$ cat src/rtl/dcm_fir_pkg.sv
package dcm_fir_pkg;

   // Smallest two's-complement width holding v (at least 2 bits).
   function automatic int min_sbits(longint v);
      for (int w = 2; w < 63; w++) begin
         if (v >= -(longint'(1) <<< (w - 1)) && v < (longint'(1) <<< (w - 1)))
            return w;
      end
      return 63;
   endfunction

endpackage

$ cat src/rtl/dcm_fir_delay.sv
module dcm_fir_delay #(
   parameter int W     = 12,
   parameter int DEPTH = 7
) (
   input  logic                      clk,
   input  logic                      rst,
   input  logic                      en,
   input  logic [W-1:0]              din,
   output logic [DEPTH-1:0][W-1:0]   dl_q
);

   if (DEPTH < 1) begin : g_bad_depth
      $error("dcm_fir_delay: DEPTH must be at least 1");
   end

   always_ff @(posedge clk) begin
      if (rst) begin
         dl_q <= '0;
      end else if (en) begin
         dl_q[0] <= din;
         for (int i = 1; i < DEPTH; i++) dl_q[i] <= dl_q[i-1];
      end
   end

endmodule

$ cat src/rtl/dcm_fir_mul.sv
module dcm_fir_mul #(
   parameter int     IN_W   = 12,
   parameter int     MUL_W  = 8,
   parameter int     T_W    = 28,
   parameter longint FACTOR = 1
) (
   input  logic [IN_W-1:0] x,
   output logic [T_W-1:0]  term
);

   localparam logic signed [MUL_W-1:0] F_S = MUL_W'(FACTOR);

   if (IN_W + MUL_W > T_W) begin : g_bad_width
      $error("dcm_fir_mul: term width too narrow for product");
   end

   logic signed [IN_W+MUL_W-1:0] full;

   assign full = signed'(x) * F_S;
   assign term = T_W'(full);

endmodule

$ cat src/rtl/dcm_fir_tap.sv
module dcm_fir_tap #(
   parameter int P_W = 26,
   parameter int T_W = 28
) (
   input  logic            clk,
   input  logic            rst,
   input  logic            en,
   input  logic [P_W-1:0]  prev_p,
   input  logic [T_W-1:0]  term,
   output logic [P_W-1:0]  prod_q
);

   if (T_W <= P_W) begin : g_bad_width
      $error("dcm_fir_tap: T_W must exceed P_W");
   end

   logic signed [T_W-1:0] nxt;

   assign nxt = T_W'(signed'(prev_p)) + signed'(term);

   always_ff @(posedge clk) begin
      if (rst)     prod_q <= '0;
      else if (en) prod_q <= nxt[P_W-1:0];
   end

   // The exact product term must fit the register width.
   assert_no_overflow_R6: assert property (@(posedge clk) disable iff (rst)
      en |-> (nxt == T_W'(signed'(nxt[P_W-1:0]))));

   assert_term_hold_R5: assert property (@(posedge clk) disable iff (rst)
      !en |=> $stable(prod_q));

   assert_reset_clear_R3: assert property (@(posedge clk) disable iff (rst)
      $fell(rst) |-> (prod_q == '0));

endmodule

$ cat src/rtl/dcm_fir_sum.sv
module dcm_fir_sum #(
   parameter int TAPS  = 8,
   parameter int P_W   = 26,
   parameter int OUT_W = 29
) (
   input  logic [TAPS-1:0][P_W-1:0] terms,
   output logic [OUT_W-1:0]         total
);

   if (OUT_W <= P_W) begin : g_bad_width
      $error("dcm_fir_sum: OUT_W must exceed P_W");
   end

   always_comb begin
      total = '0;
      for (int i = 0; i < TAPS; i++)
         total = total + OUT_W'(signed'(terms[i]));
   end

endmodule

$ cat src/rtl/dcm_fir.sv
module dcm_fir #(
   parameter int IN_W   = 12,
   parameter int COEF_W = 14,
   parameter int TAPS   = 8,
   parameter logic [TAPS*COEF_W-1:0] COEFS = {
      14'sd12, 14'sd22, 14'sd30, 14'sd35, 14'sd36, 14'sd33, 14'sd27, 14'sd20}
) (
   input  logic                                  clk,
   input  logic                                  rst,
   input  logic                                  in_valid,
   input  logic [IN_W-1:0]                       in_sample,
   output logic                                  out_valid,
   output logic [IN_W+COEF_W+$clog2(TAPS)-1:0]   out_sample
);
   import dcm_fir_pkg::*;

   localparam int P_W   = IN_W + COEF_W;
   localparam int T_W   = P_W + 2;
   localparam int OUT_W = P_W + $clog2(TAPS);

   if (TAPS < 2) begin : g_bad_taps
      $error("dcm_fir: TAPS must be at least 2");
   end
   if (IN_W < 2 || COEF_W < 2) begin : g_bad_widths
      $error("dcm_fir: IN_W and COEF_W must be at least 2");
   end

   logic [TAPS-2:0][IN_W-1:0] dl_q;
   logic [TAPS-1:0][P_W-1:0]  prod;
   logic [TAPS-1:0][P_W-1:0]  prev;
   logic [TAPS-1:0][T_W-1:0]  term;

   dcm_fir_delay #(.W(IN_W), .DEPTH(TAPS-1)) i_delay (
      .clk  (clk),
      .rst  (rst),
      .en   (in_valid),
      .din  (in_sample),
      .dl_q (dl_q)
   );

   for (genvar k = 0; k < TAPS; k++) begin : g_tap
      localparam logic signed [COEF_W-1:0] CK = COEFS[k*COEF_W +: COEF_W];

      if (k == 0) begin : g_head
         // Leading tap: full coefficient against the live sample.
         dcm_fir_mul #(
            .IN_W(IN_W), .MUL_W(min_sbits(longint'(CK))), .T_W(T_W),
            .FACTOR(longint'(CK))
         ) i_mul (
            .x    (in_sample),
            .term (term[k])
         );
         assign prev[k] = '0;
      end else begin : g_step
         localparam logic signed [COEF_W-1:0] CP = COEFS[(k-1)*COEF_W +: COEF_W];
         localparam longint DK = longint'(CK) - longint'(CP);

         if (DK == 0) begin : g_flat
            assign term[k] = '0;
         end else begin : g_diff
            dcm_fir_mul #(
               .IN_W(IN_W), .MUL_W(min_sbits(DK)), .T_W(T_W), .FACTOR(DK)
            ) i_mul (
               .x    (dl_q[k-1]),
               .term (term[k])
            );
         end
         assign prev[k] = prod[k-1];
      end

      dcm_fir_tap #(.P_W(P_W), .T_W(T_W)) i_tap (
         .clk    (clk),
         .rst    (rst),
         .en     (in_valid),
         .prev_p (prev[k]),
         .term   (term[k]),
         .prod_q (prod[k])
      );
   end

   dcm_fir_sum #(.TAPS(TAPS), .P_W(P_W), .OUT_W(OUT_W)) i_sum (
      .terms (prod),
      .total (out_sample)
   );

   always_ff @(posedge clk) begin
      if (rst) out_valid <= 1'b0;
      else     out_valid <= in_valid;
   end

   assert_latency_R4: assert property (@(posedge clk) disable iff (rst)
      !$past(rst) |-> (out_valid == $past(in_valid)));

   assert_idle_hold_R5: assert property (@(posedge clk) disable iff (rst)
      !in_valid |=> $stable(out_sample));

endmodule

$ cat config.mk
export PLATFORM = sky130hd
export DESIGN_NAME = dcm_fir
export DESIGN_NICKNAME = d
export VERILOG_FILES = /design/src/rtl/dcm_fir_pkg.sv /design/src/rtl/dcm_fir_delay.sv /design/src/rtl/dcm_fir_mul.sv /design/src/rtl/dcm_fir_tap.sv /design/src/rtl/dcm_fir_sum.sv /design/src/rtl/dcm_fir.sv
export SDC_FILE = /design/constraint.sdc
export NUM_CORES = 1
export LEC_CHECK = 0
export BUFFER_PORTS_ARGS = -buffer_cell sky130_fd_sc_hd__buf_2
export CORE_UTILIZATION = 35
export DETAILED_ROUTE_END_ITERATION = 10
export GPL_ROUTABILITY_DRIVEN = 0
export GPL_TIMING_DRIVEN = 0
export PLACE_DENSITY = 0.49
export SYNTH_ARGS = -nofsm -noshare
export SYNTH_HDL_FRONTEND = slang
export SYNTH_SLANG_ARGS = --single-unit
$ cat constraint.sdc
create_clock -name clk -period 12.8 [get_ports clk]
set_input_delay 0.64 -clock clk [delete_from_list [all_inputs] [get_ports clk]]
set_output_delay 0.64 -clock clk [all_outputs]
set_load 0.05 [all_outputs]
# Yosys cells after proc, flatten, opt, wreduce, memory -nomap -nowiden

Index checks and enable logic that the tools add are counted.

Bits in latches: 0
Register bits after elaboration: 270
Memories: 0
RAM bits: 0
Bits in read-only memories: 0
Word-level logic and storage cells: 38

$add $sub $neg: 16
Eq/ne operators: 0
Divide/modulo/power cells: 0
Bitwise operators: 0
Muxes and demuxes: 0
$lt $le $gt $ge: 0
Reductions and logical operators: 0
Multiply operators: 6
Shift-type cells: 0

Operators by type and width:

| operator                | number |
|---|---|
| $add A29 B29 Y29        | 5 |
| $mul A12 B4 Y16 const B | 4 |
| $add A26 B16 Y26        | 2 |
| $mul A12 B3 Y15 const B | 2 |
| $add A26 B14 Y26        | 1 |
| $add A26 B17 Y26        | 1 |
| $add A20 B15 Y21        | 1 |
| $add A20 B20 Y21        | 1 |
| $add A18 B19 Y20        | 1 |
| $add A19 B16 Y20        | 1 |
| $add A18 B16 Y19        | 1 |
| $neg A12 Y14            | 1 |
| $neg A12 Y13            | 1 |

# Depth between registers and ports, before layout

Word-level depth: 7
Depth in mapped cells: 25
Mapped depth without buffers: 25

# Modules after synthesis

From an unflattened synthesis, not the netlist that was laid out.

Cells, all modules: 4,101
Area total of the unflattened synthesis: 34,051.4 µm²

By module, submodules not included:

| module                                     | instances | cells an instance | area an instance (µm²) |
|---|---|---|---|
| dcm_fir_tap (g_tap[1].i_tap ...)           | 4         | 282               | 2,242.2 |
| dcm_fir_sum                                | 1         | 717               | 5,990.7 |
| dcm_fir_delay                              | 1         | 271               | 3,041.7 |
| dcm_fir_tap (g_tap[6].i_tap)               | 1         | 305               | 2,356.0 |
| dcm_fir_tap (g_tap[0].i_tap)               | 1         | 285               | 2,323.5 |
| dcm_fir_tap (g_tap[7].i_tap)               | 1         | 270               | 2,260.9 |
| dcm_fir_tap (g_tap[5].i_tap)               | 1         | 284               | 2,253.4 |
| dcm_fir_mul (g_tap[7].g_step.g_diff.i_mul) | 1         | 166               | 1,390.1 |
| dcm_fir_mul (g_tap[5].g_step.g_diff.i_mul) | 1         | 165               | 1,386.3 |
| dcm_fir_mul (g_tap[1].g_step.g_diff.i_mul) | 1         | 139               | 1,117.3 |
| dcm_fir_mul (g_tap[0].g_head.i_mul)        | 1         | 94                | 758.2 |
| dcm_fir_mul (g_tap[2].g_step.g_diff.i_mul) | 1         | 89                | 734.5 |
| dcm_fir_mul (g_tap[3].g_step.g_diff.i_mul) | 1         | 88                | 724.4 |
| dcm_fir_mul (g_tap[4].g_step.g_diff.i_mul) | 1         | 48                | 356.6 |
| 2 more rows                                | --        | --                | -- |

# Worst setup path before layout

No wires, ideal clock.

Kind: flip-flop to output port
Start point: register i_delay.dl_q[0] (netlist name)
End point: output out_sample[28]
Required time: 12.160 ns
Arrival: 6.801 ns
Stages on the path, launching flop included: 25
Setup slack: 5.359 ns
Path buffers: 0
Cells stage by stage: dfxtp_1 inv_1 fa_1 inv_1 ha_1 a211oi_1 nor2_1 nor4_1 o31ai_1 o41ai_2 o31ai_1 o41ai_1 xor2_1 fa_1 fa_1 fa_1 inv_1 ha_1 a21o_1 a21o_1 nor3_1 nand3_1 nand3_1 a21oi_1 nor3b_1

RTL lines:

| element       | RTL line      | text |
|---|---|---|
| end, declared | dcm_fir.sv:13 | `output logic [IN_W+COEF_W+$clog2(TAPS)-1:0] out_sample` |

==> metrics.yaml <==
final_cell_mix: "inv_1 (479), ha_1 (353), nor2_1 (317), dfxtp_1 (256), fa_1 (200)"
wl_per_cell_um: 19.4
ys.flop_type: "dfxtp_1"
drv_slew: 0
crit_type: "reg -> out"
pin_count: 45
grt_pass1_vias: 22000
cp.required_ps: 12160
postSynthCellCount: 3033
cts_tree: "built"
ff_latch_area_um2: 5120
crit_path_max_fanout: 6
avgViaCountPerCell: 5.21
synth_area_um2: 26300
start_kind: "flip-flop"
grt_antenna_before_repair: 1
ys_types: 87
grt_use_total_pct: 21.1
dp_hpwl_um: 64900
rsz0062_at_grt: "false"
root_buffer: "clkbuf_16"
skew_ps: 13.1
total_power_mw: 6.11
cts_max_path_buffers: 3
synth.avg_cell_area_um2: 8.66
synth_edf_count: 0
yosysWarnings: 0
die_h_um: 276
ctsResizeCount: 0
status: "completed"
cts_buffers: 37
vias: 21400
overflow: 0
clkLatencyLatePin_ps: 570
grt_use_met3_pct: 2.18
nFillCells: 7628
worst_setup_path_end_kind: "output pin"
finalHoldViolCount: 0
ir_drop_uv: 432
multiInputGateArea_um2: 19100
htreeDepth: 2
drtIter0Drc: 1054
min-delay-start: "in_sample[0]"
final_common_cell: "inv_1"
async_flop_share_pct: 0
arrival_ps: 8370
maxSlewHeadroom_pct: 3.17
drv_cap: 0
met2_usage_pct: 36.2
min_path_type: "in -> reg"
clock-sinks: 256
drt-total-wl_um: 79700
worstSetupStartpoint: "i_delay.dl_q[0]$_SDFFE_PP0P_"
drc: 0
rr_startpoint: "i_delay.dl_q[73]$_SDFFE_PP0P_"
power_density_nw_per_um2: 211
period_minus_slack_ps: 9010
layout-drive-gt1-share_pct: 4.53
antennaDiodeCount: 0
dr.pass1.iters: 5
worstMarginPinSlew_ps: 1450
cts_setup_buffers: 0
crit_path_top_delay_cell: "fa_1"
period_share_pct: 70.4
grt_first_pass_wirelength_um: 122000
coreArea_um2: 74300
met1_usage_pct: 27.9
postRouteAntennaNets: 0
die_area_um2: 76200
layout-area-overhead-vs-synth_pct: 10.0
ys_ff_latch: 256
max_freq_ghz: 0.111
ys_seq_area_share_pct: 19.5
grt_max_degree: 19
tns_ps: 0
postCtsHoldBufs: 0
setup_viol: 0
port_buffers: 42
busiest_layer: "met2"
hold_ws_ps: 337
slowest_delay_ps: 600
die_w_um: 276
p_leak_nw: 14.2
synth_nets: 3601
fin_nets: 3682
row_count: 100
path_clk_slew_ps: 50
initial_core_util_pct: 35.4
[where the power goes]
part	total, mW	switching [mW]	internal, mW
clock	1.06	0.413	0.644
sequential	0.990	0.110	0.880
combinational	4.06	2.70	1.36
[stage by stage]
stage,cell area [um2],std cells,setup WS (ps),utilization (%)
6_report,28900,4106,3790,38.9
5_1_grt,28900,4106,3200,38.9
4_1_cts,28900,4106,3650,38.9
3_5_place_dp,27700,4044,4280,37.3
3_3_place_gp,27700,4044,4310,37.3
2_1_floorplan,26300,3033,5360,-
[synth_stat cells (all sizes together) (9+ instances only)]
| library cell | instances | area [um2] |
|---|---|---|
| a211o | 9 | 78.8 |
| a211oi | 45 | 338 |
| a21boi | 13 | 101 |
| a21o | 94 | 706 |
| a21oi | 152 | 761 |
| a31oi | 14 | 103 |
| and2 | 11 | 71.3 |
| and3 | 27 | 170 |
| buf | 21 | 82.6 |
| clkbuf | 54 | 204 |
| dfxtp | 256 | 5120 |
| fa | 200 | 4000 |
| ha | 353 | 4420 |
| inv | 479 | 1800 |
| mux2i | 150 | 1500 |
| nand2 | 135 | 507 |
| nand2b | 13 | 81.3 |
| nand3 | 37 | 185 |
| nand4 | 12 | 75.1 |
| nor2 | 317 | 1190 |
| nor2b | 20 | 125 |
| nor3 | 49 | 245 |
| nor4 | 9 | 56.3 |
| o211ai | 11 | 82.6 |
| o21a | 31 | 233 |
| o21ai | 131 | 656 |
| o21bai | 27 | 203 |
| o31ai | 15 | 113 |
| or3 | 18 | 118 |
| xnor2 | 128 | 1120 |
| xor2 | 56 | 490 |
[final timing paths]
kind / endpoint / slack, ps / cells after the start
worst min register to register: g_tap[7].i_tap.prod_q[19]$_SDFFE_PP0P_ / 460 / 2
worst max register to register: g_tap[7].i_tap.prod_q[25]$_SDFFE_PP0P_ / 6500 / 21
worst max-delay path: out_sample[27] / 3790 / 26
worst min-delay path: i_delay.dl_q[0]$_SDFFE_PP0P_ / 340 / 3
[metal layers]
| metal | vias up | part of all wire [%] |
|---|---|---|
| li1 | 10500 | - |
| met1 | 10400 | 47 |
| met2 | 410 | 47 |
| met3 | 120 | 3.6 |
| met4 | 0 | 2.5 |
| met5 | - | 0 |
[worst max-delay path, delay by kind of cell, from the launching register on]
| kind | cells | cell delay [ps] |
|---|---|---|
| adder cells (fa/ha/maj) | 6 | 2890 |
| AO/OA/AOI/OAI | 11 | 2420 |
| AND/OR/NAND/NOR | 4 | 1020 |
| buffers and inverters | 4 | 520 |
| XOR/XNOR | 1 | 490 |
| flip-flops | 1 | 460 |
[sequential cells by signal, summed over array words and instances (netlist names)]
register            cells
g_tap.i_tap.prod_q    172
i_delay.dl_q           83
out_valid               1
[area by class of cell]
cell class              instances  share of cell area, %
repair buffers                 42                  0.727
clock buffers                  54                   3.88
inverters                     480                   6.23
multi-input cells            2222                   65.9
flip-flops and latches        256                   17.7
clock inverters                 8                  0.325
well taps                     969                   4.19
plain buffers                  75                  0.995
[cells by family after synthesis]
family | after synthesis | synth area share (%)
AOI/OAI and AO/OA | 636 | 16.3
muxes | 154 | 5.89
buffers and inverters | 555 | 7.95
adders and majority gates | 553 | 32.0
DFF | 256 | 19.5
other | 2 | 0.0286
xor gates and xnor gates | 185 | 6.22
and+or+nand+nor | 692 | 12.1
(Power assumes the default switching activity.)
